### src/rtl/sleep_wake_pkg.sv
package sleep_wake_pkg;
    typedef enum logic [1:0] {
        ST_AWAKE = 2'd0,
        ST_SLEEP = 2'd1,
        ST_WAKE  = 2'd2
    } sw_state_t;
endpackage

### src/rtl/swc_rx_sync.sv
module swc_rx_sync #(
    parameter int STAGES = 2
) (
    input  logic clk,
    input  logic rst_n,
    input  logic async_i,
    output logic sync_o
);
    logic [STAGES-1:0] chain;

    genvar g;
    generate
        for (g = 0; g < STAGES; g++) begin : g_stage
            if (g == 0) begin : g_first
                always_ff @(posedge clk or negedge rst_n) begin
                    if (!rst_n) chain[0] <= 1'b1;
                    else        chain[0] <= async_i;
                end
            end else begin : g_next
                always_ff @(posedge clk or negedge rst_n) begin
                    if (!rst_n) chain[g] <= 1'b1;
                    else        chain[g] <= chain[g-1];
                end
            end
        end
    endgenerate

    assign sync_o = chain[STAGES-1];
endmodule

### src/rtl/swc_idle_qual.sv
module swc_idle_qual #(
    parameter int N_IDLE = 5
) (
    input  logic [N_IDLE-1:0] idle_terms,
    input  logic              sleep_en,
    input  logic              edge_mode,
    input  logic              rx_s,
    output logic              all_idle,
    output logic              entry_ok
);
    always_comb begin
        all_idle = &idle_terms;
        entry_ok = sleep_en && all_idle && (edge_mode || rx_s);
    end
endmodule

### src/rtl/swc_wake_detect.sv
module swc_wake_detect (
    input  logic clk,
    input  logic rst_n,
    input  logic capture,
    input  logic edge_mode,
    input  logic rx_s,
    output logic rx_wake
);
    logic rx_ref;

    always_ff @(posedge clk or negedge rst_n) begin
        if (!rst_n)       rx_ref <= 1'b1;
        else if (capture) rx_ref <= rx_s;
    end

    always_comb begin
        if (edge_mode) rx_wake = (rx_s != rx_ref);
        else           rx_wake = !rx_s;
    end
endmodule

### src/rtl/uart_sleep_ctrl.sv
module uart_sleep_ctrl
    import sleep_wake_pkg::*;
#(
    parameter int CTRL_W      = 8,
    parameter int MODE_BIT    = 4,
    parameter int SYNC_STAGES = 2
) (
    input  logic              clk,
    input  logic              rst_n,
    input  logic              rx_pin,
    input  logic              sleep_en,
    input  logic [CTRL_W-1:0] adv_ctrl,
    input  logic              rx_fifo_empty,
    input  logic              tx_fifo_empty,
    input  logic              rx_shift_idle,
    input  logic              tx_shift_idle,
    input  logic              irq_pending,
    output logic              sleep_o,
    output logic              wake_pulse_o
);
    localparam int N_IDLE = 5;

    sw_state_t   state, state_nx;
    logic        rx_s;
    logic        edge_mode;
    logic        all_idle;
    logic        entry_ok;
    logic        rx_wake;
    logic        capture;
    logic [N_IDLE-1:0] idle_terms;

    assign edge_mode  = adv_ctrl[MODE_BIT];
    assign idle_terms = {rx_fifo_empty, tx_fifo_empty, rx_shift_idle,
                         tx_shift_idle, !irq_pending};

    swc_rx_sync #(.STAGES(SYNC_STAGES)) u_sync (
        .clk     (clk),
        .rst_n   (rst_n),
        .async_i (rx_pin),
        .sync_o  (rx_s)
    );

    swc_idle_qual #(.N_IDLE(N_IDLE)) u_qual (
        .idle_terms (idle_terms),
        .sleep_en   (sleep_en),
        .edge_mode  (edge_mode),
        .rx_s       (rx_s),
        .all_idle   (all_idle),
        .entry_ok   (entry_ok)
    );

    assign capture = (state == ST_AWAKE) && entry_ok;

    swc_wake_detect u_wake (
        .clk       (clk),
        .rst_n     (rst_n),
        .capture   (capture),
        .edge_mode (edge_mode),
        .rx_s      (rx_s),
        .rx_wake   (rx_wake)
    );

    // state register
    always_ff @(posedge clk or negedge rst_n) begin
        if (!rst_n) state <= ST_AWAKE;
        else        state <= state_nx;
    end

    // transitions
    always_comb begin
        state_nx = state;
        unique case (state)
            ST_AWAKE: if (entry_ok)              state_nx = ST_SLEEP;  // enter
            ST_SLEEP: if (rx_wake || !sleep_en)  state_nx = ST_WAKE;   // wake
            ST_WAKE:                             state_nx = ST_AWAKE;  // resume
            default:                             state_nx = ST_AWAKE;
        endcase
    end

    // outputs
    always_comb begin
        sleep_o      = 1'b0;
        wake_pulse_o = 1'b0;
        unique case (state)
            ST_AWAKE: ;
            ST_SLEEP: sleep_o      = 1'b1;
            ST_WAKE:  wake_pulse_o = 1'b1;
            default:  ;
        endcase
    end

    AST_ENTRY_QUALIFIED: assert property (@(posedge clk) disable iff (!rst_n)
        $rose(sleep_o) |-> $past(sleep_en && all_idle)) else $error("entry");
    AST_LEVEL_LOW_BLOCKS: assert property (@(posedge clk) disable iff (!rst_n)
        (state == ST_AWAKE && !edge_mode && !rx_s) |=> !sleep_o) else $error("level");
    AST_WAKE_ONE_CYCLE: assert property (@(posedge clk) disable iff (!rst_n)
        wake_pulse_o |=> !wake_pulse_o) else $error("pulse");
    AST_WAKE_FROM_SLEEP: assert property (@(posedge clk) disable iff (!rst_n)
        wake_pulse_o |-> $past(sleep_o)) else $error("from");
    AST_NO_REENTRY: assert property (@(posedge clk) disable iff (!rst_n)
        wake_pulse_o |=> !sleep_o) else $error("reentry");
    AST_EXCLUSIVE: assert property (@(posedge clk) disable iff (!rst_n)
        !(sleep_o && wake_pulse_o)) else $error("excl");
    AST_EN_DROP_WAKES: assert property (@(posedge clk) disable iff (!rst_n)
        (sleep_o && !sleep_en) |=> wake_pulse_o) else $error("en");
endmodule

### config.mk
export PLATFORM = sky130hd
export DESIGN_NAME = uart_sleep_ctrl
export DESIGN_NICKNAME = d
export VERILOG_FILES = /design/src/rtl/sleep_wake_pkg.sv /design/src/rtl/swc_rx_sync.sv /design/src/rtl/swc_idle_qual.sv /design/src/rtl/swc_wake_detect.sv /design/src/rtl/uart_sleep_ctrl.sv
export SDC_FILE = /design/constraint.sdc
export NUM_CORES = 1
export LEC_CHECK = 0
export ABC_AREA = 1
export ABC_CLOCK_PERIOD_IN_PS = 1400
export BUFFER_PORTS_ARGS = -buffer_cell sky130_fd_sc_hd__buf_4
export CAP_MARGIN = 20
export CORE_AREA = 2 2 39 41
export CTS_BUF_LIST = sky130_fd_sc_hd__clkbuf_4
export CTS_CLUSTER_DIAMETER = 60
export DETAILED_ROUTE_END_ITERATION = 7
export DIE_AREA = 0 0 41 43
export SETUP_SLACK_MARGIN = 0.5
export SYNTH_ARGS = -nofsm -noshare
export SYNTH_HDL_FRONTEND = slang
export SYNTH_HIERARCHICAL = 1
export SYNTH_SLANG_ARGS = --single-unit
### constraint.sdc
create_clock -name clk -period 1.4 [get_ports clk]
set_input_delay 0.21 -clock clk [delete_from_list [all_inputs] [get_ports clk]]
set_output_delay 0.21 -clock clk [all_outputs]
set_load 0.02 [all_outputs]
=== Yosys cells after proc, flatten, opt, wreduce, memory -nomap -nowiden ===
Index checks and enable logic that the tools add are counted.

* Flip-flop bits (word level): 5
* Input port bits: 17

* Equality and inequality tests: 5
* Multiplexer cells: 6
* Reductions and logical operators: 11

{| class="wikitable"
|+ Operators with widths
! kind !! number
|-
| $reduce_and 5->1 || 1
|-
| $mux 2 || 2
|-
| $ne 2x2->1 const B || 2
|-
| $pmux 2 s2 || 1
|-
| $logic_and 1x1->1 || 3
|-
| $logic_not 1->1 || 3
|-
| $mux 1 || 3
|-
| $eq 2x1->1 const B || 1
|-
| $eq 2x2->1 const B || 1
|-
| $logic_not 2->1 || 1
|-
| $logic_or 1x1->1 || 2
|-
| $reduce_and 2->1 || 1
|-
| $ne 1x1->1 || 1
|}

=== Logic depth before layout (Yosys ltp) ===
Gate-level depths: netlist of the first run.

* Depth in word-level cells: 6
* Depth in mapped cells: 9

=== Cells and area by module ===
Netlist of the first run, hierarchy kept.

{| class="wikitable"
|+ Modules (own cells, without submodules)
! module !! instances !! cells an instance !! area an instance (um2) !! seq. area each (um2)
|-
| uart_sleep_ctrl || 1 || 15 || 112.6 || 50.0
|-
| swc_wake_detect || 1 || 10 || 62.6 || 26.3
|-
| swc_rx_sync || 1 || 2 || 52.6 || 52.6
|-
| swc_idle_qual || 1 || 9 || 40.0 || 0.0
|}

=== Least setup slack after synthesis of the first run ===
Ideal clock, no wire load.

* Kind: reg2reg
* Start: register u_sync.chain[1], in the netlist u_sync/sync_o
* End: register u_wake.rx_ref
* Setup time: 79 ps
* Arrival time: 939 ps
* Data required time: 1,321 ps
* Slack: 383 ps
* Cell stages (with the launch flop): 7
* Path buffers: 0
* Period minus slack after synthesis: 1,017 ps
* Cell sequence: dfstp_2 > o21ai_1 > nor2_2 > nand3_1 > inv_1 > nand2_1 > o21ai_0

* Longest elaborated chain between the ends: 3

{| class="wikitable"
|+ Ends and longest elaborated chain
! item !! line !! RTL
|-
| start, declared || swc_rx_sync.sv:9 || <nowiki>logic [STAGES-1:0] chain;</nowiki>
|-
| start signal, assigned by index || swc_rx_sync.sv:22 || <nowiki>else chain[g] <= chain[g-1];</nowiki>
|-
| $logic_or 1x1->1 || swc_idle_qual.sv:13 || <nowiki>entry_ok = sleep_en && all_idle && (edge_mode || rx_s);</nowiki>
|-
| $logic_and 1x1->1 || swc_idle_qual.sv:13 ||
|-
| net entry_ok || uart_sleep_ctrl.sv:27 || <nowiki>logic entry_ok;</nowiki>
|-
| $logic_and 1x1->1 || uart_sleep_ctrl.sv:52 || <nowiki>assign capture = (state == ST_AWAKE) && entry_ok;</nowiki>
|-
| net capture || uart_sleep_ctrl.sv:29 || <nowiki>logic capture;</nowiki>
|-
| end signal, assigned || swc_wake_detect.sv:13 || <nowiki>else if (capture) rx_ref <= rx_s;</nowiki>
|-
| end, declared || swc_wake_detect.sv:9 || <nowiki>logic rx_ref;</nowiki>
|}

The timed path passes the listed nets, and every way through them passes these cells.
A chain may end at the register's enable or synchronous reset.

=== Final worst setup path of the first run ===
* Start: register state[1]
* End: output port wake_pulse_o

* Longest elaborated chain between the ends: 2

{| class="wikitable"
|+ Ends and longest elaborated chain
! item !! line !! RTL
|-
| start, declared || uart_sleep_ctrl.sv:23 || <nowiki>sw_state_t state, state_nx;</nowiki>
|-
| start signal, assigned || uart_sleep_ctrl.sv:66 || <nowiki>else state <= state_nx;</nowiki>
|-
| $eq 2x2->1 || uart_sleep_ctrl.sv:84 || <nowiki>unique case (state)</nowiki>
|-
| $mux 1 || uart_sleep_ctrl.sv:84 ||
|-
| end, declared || uart_sleep_ctrl.sv:19 || <nowiki>output logic wake_pulse_o</nowiki>
|}

No other way between the ends.

==> results of run 1 <==
metrics by stage:
step           hold WS (ns)  instances  total power [mW]
2_1_floorplan       -0.0856         35             0.197
3_3_place_gp         0.0121         62             0.224
3_5_place_dp         0.0140         62             0.227
4_1_cts              0.0642         68             0.423
5_1_grt              0.0688         69             0.439
6_report             0.0779         69             0.414
final cells by class:
cell class	instances	area share
clock buffers	4	0.0680
inverters	11	0.0935
multi-input cells	19	0.249
flip-flops and latches	5	0.292
well taps	16	0.0453
repair buffers	14	0.252
how the worst max path moves through the flow:
| stage | start | to | slack (ns) | cells past startpoint |
|---|---|---|---|---|
| 2_1_floorplan | u_wake/rx_ref$_DFFE_PN1P_ | state[0]$_DFFE_PN0P_ | 0.43 | 8 |
| 5_1_grt | state[1]$_DFFE_PN0P_ | wake_pulse_o | 0.22 | 3 |
| 4_1_cts | state[1]$_DFFE_PN0P_ | wake_pulse_o | 0.26 | 3 |
| 3_5_place_dp | u_sync/sync_o$_DFF_PN1_ | u_wake/rx_ref$_DFFE_PN1P_ | 0.34 | 6 |
| 6_report | state[1]$_DFFE_PN0P_ | wake_pulse_o | 0.26 | 3 |
| 3_3_place_gp | u_sync/sync_o$_DFF_PN1_ | u_wake/rx_ref$_DFFE_PN1P_ | 0.36 | 6 |
what timing repair did:
item	CTS	global route
hold buffers	1	0
resized for setup	1	6
hold endpoints to repair	5	0
pin swaps	1	2
endpoints found under the setup margin	5	5
setup buffers	1	1
cell usage in the layout, fill, tap and decap left out, drive strengths merged:
master / instances
nor2: 6
inv: 11
dfstp: 3
o21ai: 2
buf: 13
dfrtp: 2
nand2: 9
clkbuf: 4
nand3: 2
dlygate4sd3: 1
per-layer routing:
| layer | part of all wire | track usage | vias up |
|---|---|---|---|
| li1 | - | - | 135 |
| met1 | 0.38 | 0.0789 | 107 |
| met2 | 0.51 | 0.106 | 9 |
| met3 | 0.11 | 0.0157 | 0 |
| met4 | 0 | 0.0800 | 0 |
| met5 | 0 | 0 | - |
sequential cells by signal, summed over array words and instances, names as in the netlist:
name	flops
u_sync/sync_o	1
state	2
u_wake/rx_ref	1
u_sync/chain	1
worst reg2reg max path: stages, from the launching register on:
cell,delay (ns)
dfstp_2,0.55
o21ai_2,0.06
nor2_2,0.09
nand3_2,0.08
inv_2,0.06
nand2_1,0.04
o21ai_1,0.08
power groups by stage:
| stage | logic, mW | registers, mW | clock network, mW |
|---|---|---|---|
| 3_3_place_gp | 0.0549 | 0.169 | 0 |
| 5_1_grt | 0.0710 | 0.169 | 0.199 |
| 2_1_floorplan | 0.0281 | 0.169 | 0 |
| 4_1_cts | 0.0604 | 0.168 | 0.194 |
| 3_5_place_dp | 0.0571 | 0.170 | 0 |
| 6_report | 0.0636 | 0.168 | 0.182 |
==> summary.txt, run 1 <==
FF-to-FF End = u_wake/rx_ref$_DFFE_PN1P_
Number of buffers added by the clock tree synthesis step = 3
Total number of vias = 251
Net count of the mapped netlist = 52
Pin slew with the least headroom to its limit = 0.136 ns
First-pass GRT wire length = 841 µm
Arrival time reported for the critical path endpoint = 0.93 ns
Total Wirelength = 491 µm
Final Hold Fails = 0
Clock Skews = 0.00176 ns
Crit path buf inv count = 2
Final sum of negative setup slack = 0 ns
Synthesis-to-finish area growth = 67.3%
Netlist area before placement = 264 µm²
Antenna violations before repair = 0
Cell row count = 14
Source of the worst hold timing path = rx_pin
Final design utilization = 0.319
H-tree depth = 1
Number of placed I/O pins = 19
Capturing element type of the critical path = primary output
Maximum frequency from static timing analysis = 0.880 GHz
Net switching power = 0.0923 mW
Leakage power of the design = 0.236 nW
Gr ovfl total = 0
Delay-heaviest family, CP = flip-flops
Die width = 41 µm
Final worst slack = 0.264 ns
Slowest library cell on the worst path = dfrtp_1
Category of the critical setup timing path = register to primary output
Antenna diode count = 0
Total Die Area = 0.00176 mm²
Worst hold path depth = 1
Destination of the worst hold path = u_sync/chain[0]$_DFF_PN1_
Sum of net half-perimeters after detailed placement = 374 µm
Pin count of the biggest net entering global routing = 6
Footprint of the flip-flops and latches = 129 µm²
Worst reg2reg path startpoint = u_sync/sync_o$_DFF_PN1_
Number of maximum-capacitance violations = 0
Clock-pin transition on the worst setup and hold timing paths = 0.04 ns
FF-to-FF path depth = 6
Filler Cells Inserted = 151
Placed instance area = 370 µm²
Clock power frac = 0.440
Required time of the worst setup path = 1.19 ns
Crit start category = register
Via/cell ratio = 3.64
Clock tree from TritonCTS = done
Area occupied by multi-input gates = 110 µm²
Fraction of power consumed by sequential logic = 0.406
Count of antenna-violating nets left after detailed routing = 0
Status = finished, final reports clean
Fraction of layout instances using a drive strength above 1 = 0.642
Net switching share of the total power = 0.223
Placeable core area = 0.00138 mm²
Crit-path max cell delay = 0.39 ns
Power density cells = 937 mW/mm²
Fin nets = 71
Detailed-route wire length per cell = 7.12 µm
Min Tclk post-route = 1.14 ns
Die height = 43 µm
Final standard cell area without fillers = 442 µm²
Max Fanout on Critical Path = 2
Final worst path period share = 0.812
Root buf cell = clkbuf_4
Worst-case headroom to the max-slew limit = 0.909
Final count of negative-setup-slack endpoints = 0
Total routing usage reported by global routing = 0.0738
DRC violation count after routing = 0
DRC marker count from the first detailed-route iteration = 1
Vias in the first global route = 254
Combinational share of power = 0.154
Global placement routability congestion = 0.675
Drt pass-1 iters = 2
Initial core utilization = 0.191
Post-synthesis cell count = 35
Total number of yosys warnings = 6
Skew-Pair Late Insertion Delay = 0.24 ns
IO buf count = 11
Post-placement setup slack = 0.342 ns
Max clock buf depth = 2
Cells along the critical path = inv_2 > nor2_2 > buf_4
Internal Power = 0.322 mW
Unrepaired setup endpoints after global routing = yes
Number of slew-limit violations in the final report = 0
Hold crit path type = input port to register
Peak ir drop on the vdd network = 0.373 mV
Register-to-Register Setup Slack = 0.37 ns
Average footprint of a synthesized cell = 7.54 µm²
Clock tree sinks = 5
Power figures use the tool's default switching activity.
==> run 2: changes to the inputs <==
--- a/config.mk
+++ b/config.mk
@@ -6,7 +6,7 @@
 export NUM_CORES = 1
 export LEC_CHECK = 0
 export ABC_AREA = 1
-export ABC_CLOCK_PERIOD_IN_PS = 1400
+export ABC_CLOCK_PERIOD_IN_PS = 1200
 export BUFFER_PORTS_ARGS = -buffer_cell sky130_fd_sc_hd__buf_4
 export CAP_MARGIN = 20
 export CORE_AREA = 2 2 39 41
==> constraint.sdc (replaced) <==
create_clock -name clk -period 1.2 [get_ports clk]
set_input_delay 0.18 -clock clk [delete_from_list [all_inputs] [get_ports clk]]
set_output_delay 0.18 -clock clk [all_outputs]
set_load 0.02 [all_outputs]
==> run 2 against run 1 <==
Against the previous run:
- sequential cell count did not move
- sequential power rose by 17%
- power rose by 17%
- cell count fell by 1.4%
- wire length fell by 0.41%
- non-clock buffer count fell by 1
- via count rose by 3.2%
- final area fell by 2.8%
- clock-buffer cell count did not move
- combinational power rose by 8.3%
- highest routed layer is now met4
==> summary.txt, run 2 (same netlist as run 1, synthesis figures left out) <==
Status = finished, final reports clean
Via/cell ratio = 3.81
Gr ovfl total = 0
Clock power frac = 0.453
Cell row count = 14
Slowest library cell on the worst path = dfrtp_1
Unrepaired setup endpoints after global routing = yes
IO buf count = 11
Category of the critical setup timing path = register to primary output
Max clock buf depth = 2
Leakage power of the design = 0.231 nW
Clock-pin transition on the worst setup and hold timing paths = 0.04 ns
Die height = 43 µm
Max Fanout on Critical Path = 2
Combinational share of power = 0.142
Routed length on met1 = 191 µm
Detailed-route wire length per cell = 7.19 µm
Sum of net half-perimeters after detailed placement = 368 µm
Fraction of power consumed by sequential logic = 0.405
Placed instance area = 370 µm²
Hold crit path type = input port to register
Cells along the critical path = inv_2 > nor2_2 > buf_4
Placeable core area = 0.00138 mm²
Final count of negative-setup-slack endpoints = 0
Drt pass-1 iters = 2
Skew-Pair Late Insertion Delay = 0.24 ns
Die width = 41 µm
Capturing element type of the critical path = primary output
Antenna diode count = 0
Peak ir drop on the vdd network = 0.463 mV
Synthesis-to-finish area growth = 62.6%
Number of slew-limit violations in the final report = 0
Arrival time reported for the critical path endpoint = 0.94 ns
Final sum of negative setup slack = 0 ns
Initial core utilization = 0.191
Most common cell after layout, fill and taps aside = buf_4
Total Wirelength = 489 µm
Pin slew with the least headroom to its limit = 0.133 ns
Final Hold Fails = 0
Total number of vias = 259
Pin count of the biggest net entering global routing = 6
Internal Power = 0.374 mW
Flip-flop count of the largest register after layout = 2
Fin nets = 70
Register bank with the most flops = state
Count of antenna-violating nets left after detailed routing = 0
First-pass GRT wire length = 793 µm
H-tree depth = 1
Global placement routability congestion = 0.673
Maximum frequency from static timing analysis = 0.895 GHz
Final standard cell area without fillers = 429 µm²
Number of maximum-capacitance violations = 0
Total Die Area = 0.00176 mm²
Commonest cells after routing, fill and taps aside = 11 x buf_4, 9 x nand2_1, 6 x inv_1
Routed length on met3 = 55 µm
Total routing usage reported by global routing = 0.0718
Final worst slack = 0.0824 ns
FF-to-FF path depth = 6
Crit start category = register
Crit-path max cell delay = 0.39 ns
DRC marker count from the first detailed-route iteration = 1
Fraction of layout instances using a drive strength above 1 = 0.615
Number of placed I/O pins = 19
Root buf cell = clkbuf_4
Clock Skews = 0.00217 ns
Vias in the first global route = 229
Min Tclk post-route = 1.12 ns
Required time of the worst setup path = 1.02 ns
Net switching power = 0.111 mW
Antenna violations before repair = 0
Net switching share of the total power = 0.228
Filler Cells Inserted = 158
Worst hold path depth = 1
Post-placement setup slack = 0.123 ns
Number of buffers added by the clock tree synthesis step = 3
Final worst path period share = 0.931
Worst-case headroom to the max-slew limit = 0.911
Clock tree sinks = 5
Clock tree from TritonCTS = done
Power density cells = 1130 mW/mm²
Detailed route wirelength on metal2 = 227 µm
Highest signal layer in the routed design = met4
DRC violation count after routing = 0
## run 2: cell types whose count changed in the layout (fill, tap and decap cells not counted), sizes merged
cell  previous run  this run
buf             13        12
## run 2: critical path, delay by kind of cell, from the launching register on
| kind | cells | cell delay (ns) |
|---|---|---|
| and+or+nand+nor | 1 | 0.10 |
| buffers and inverters | 2 | 0.20 |
| DFF | 1 | 0.39 |
## run 2: metal layers
metal	vias up	global-route usage
met5	-	0
met4	0	0.100
met3	2	0.0157
met2	11	0.0875
met1	112	0.0822
li1	134	-
## run 2: power groups by stage
stage	Combinational (mW)	Sequential, mW	Clock [mW]
2_1_floorplan	0.0330	0.197	0
4_1_cts	0.0700	0.196	0.230
6_report	0.0689	0.196	0.220
3_3_place_gp	0.0642	0.198	0
3_5_place_dp	0.0668	0.199	0
5_1_grt	0.0771	0.198	0.235
## run 2: final cells by class
class,instances,area [µm²],area share
timing repair buffer,13,104,0.242
tap,16,20.0,0.0466
multi-input combinational,19,105,0.245
inverter,11,41.3,0.0962
sequential,5,129,0.300
clock buffer,4,30.0,0.0700
## run 2: through the flow
stage | power, mW | hold slack (ns) | util | cells
2_1_floorplan | 0.230 | -0.116 | - | 35
3_3_place_gp | 0.262 | -0.0180 | 0.268 | 62
3_5_place_dp | 0.265 | -0.0166 | 0.268 | 62
4_1_cts | 0.496 | 0.0330 | 0.299 | 67
5_1_grt | 0.509 | 0.0333 | 0.310 | 68
6_report | 0.485 | 0.0437 | 0.310 | 68
## run 2: final timing paths
check	from	end	slack, ns
min	rx_pin	u_sync/chain[0]$_DFF_PN1_	0.04
max reg2reg	u_sync/sync_o$_DFF_PN1_	u_wake/rx_ref$_DFFE_PN1P_	0.16
min in group asynchronous	rst_n	state[1]$_DFFE_PN0P_	0.26
max	state[1]$_DFFE_PN0P_	wake_pulse_o	0.08
max in group asynchronous	rst_n	u_sync/sync_o$_DFF_PN1_	0.74
min reg2reg	u_sync/chain[0]$_DFF_PN1_	u_sync/sync_o$_DFF_PN1_	0.35
## run 2: timing repair
action                                 CTS  global route
pin swaps                                1             2
hold buffers                             1             0
endpoints found under the hold margin    5             0
setup endpoints to repair                5             5
gates resized for setup                  1             4
setup buffers                            0             1
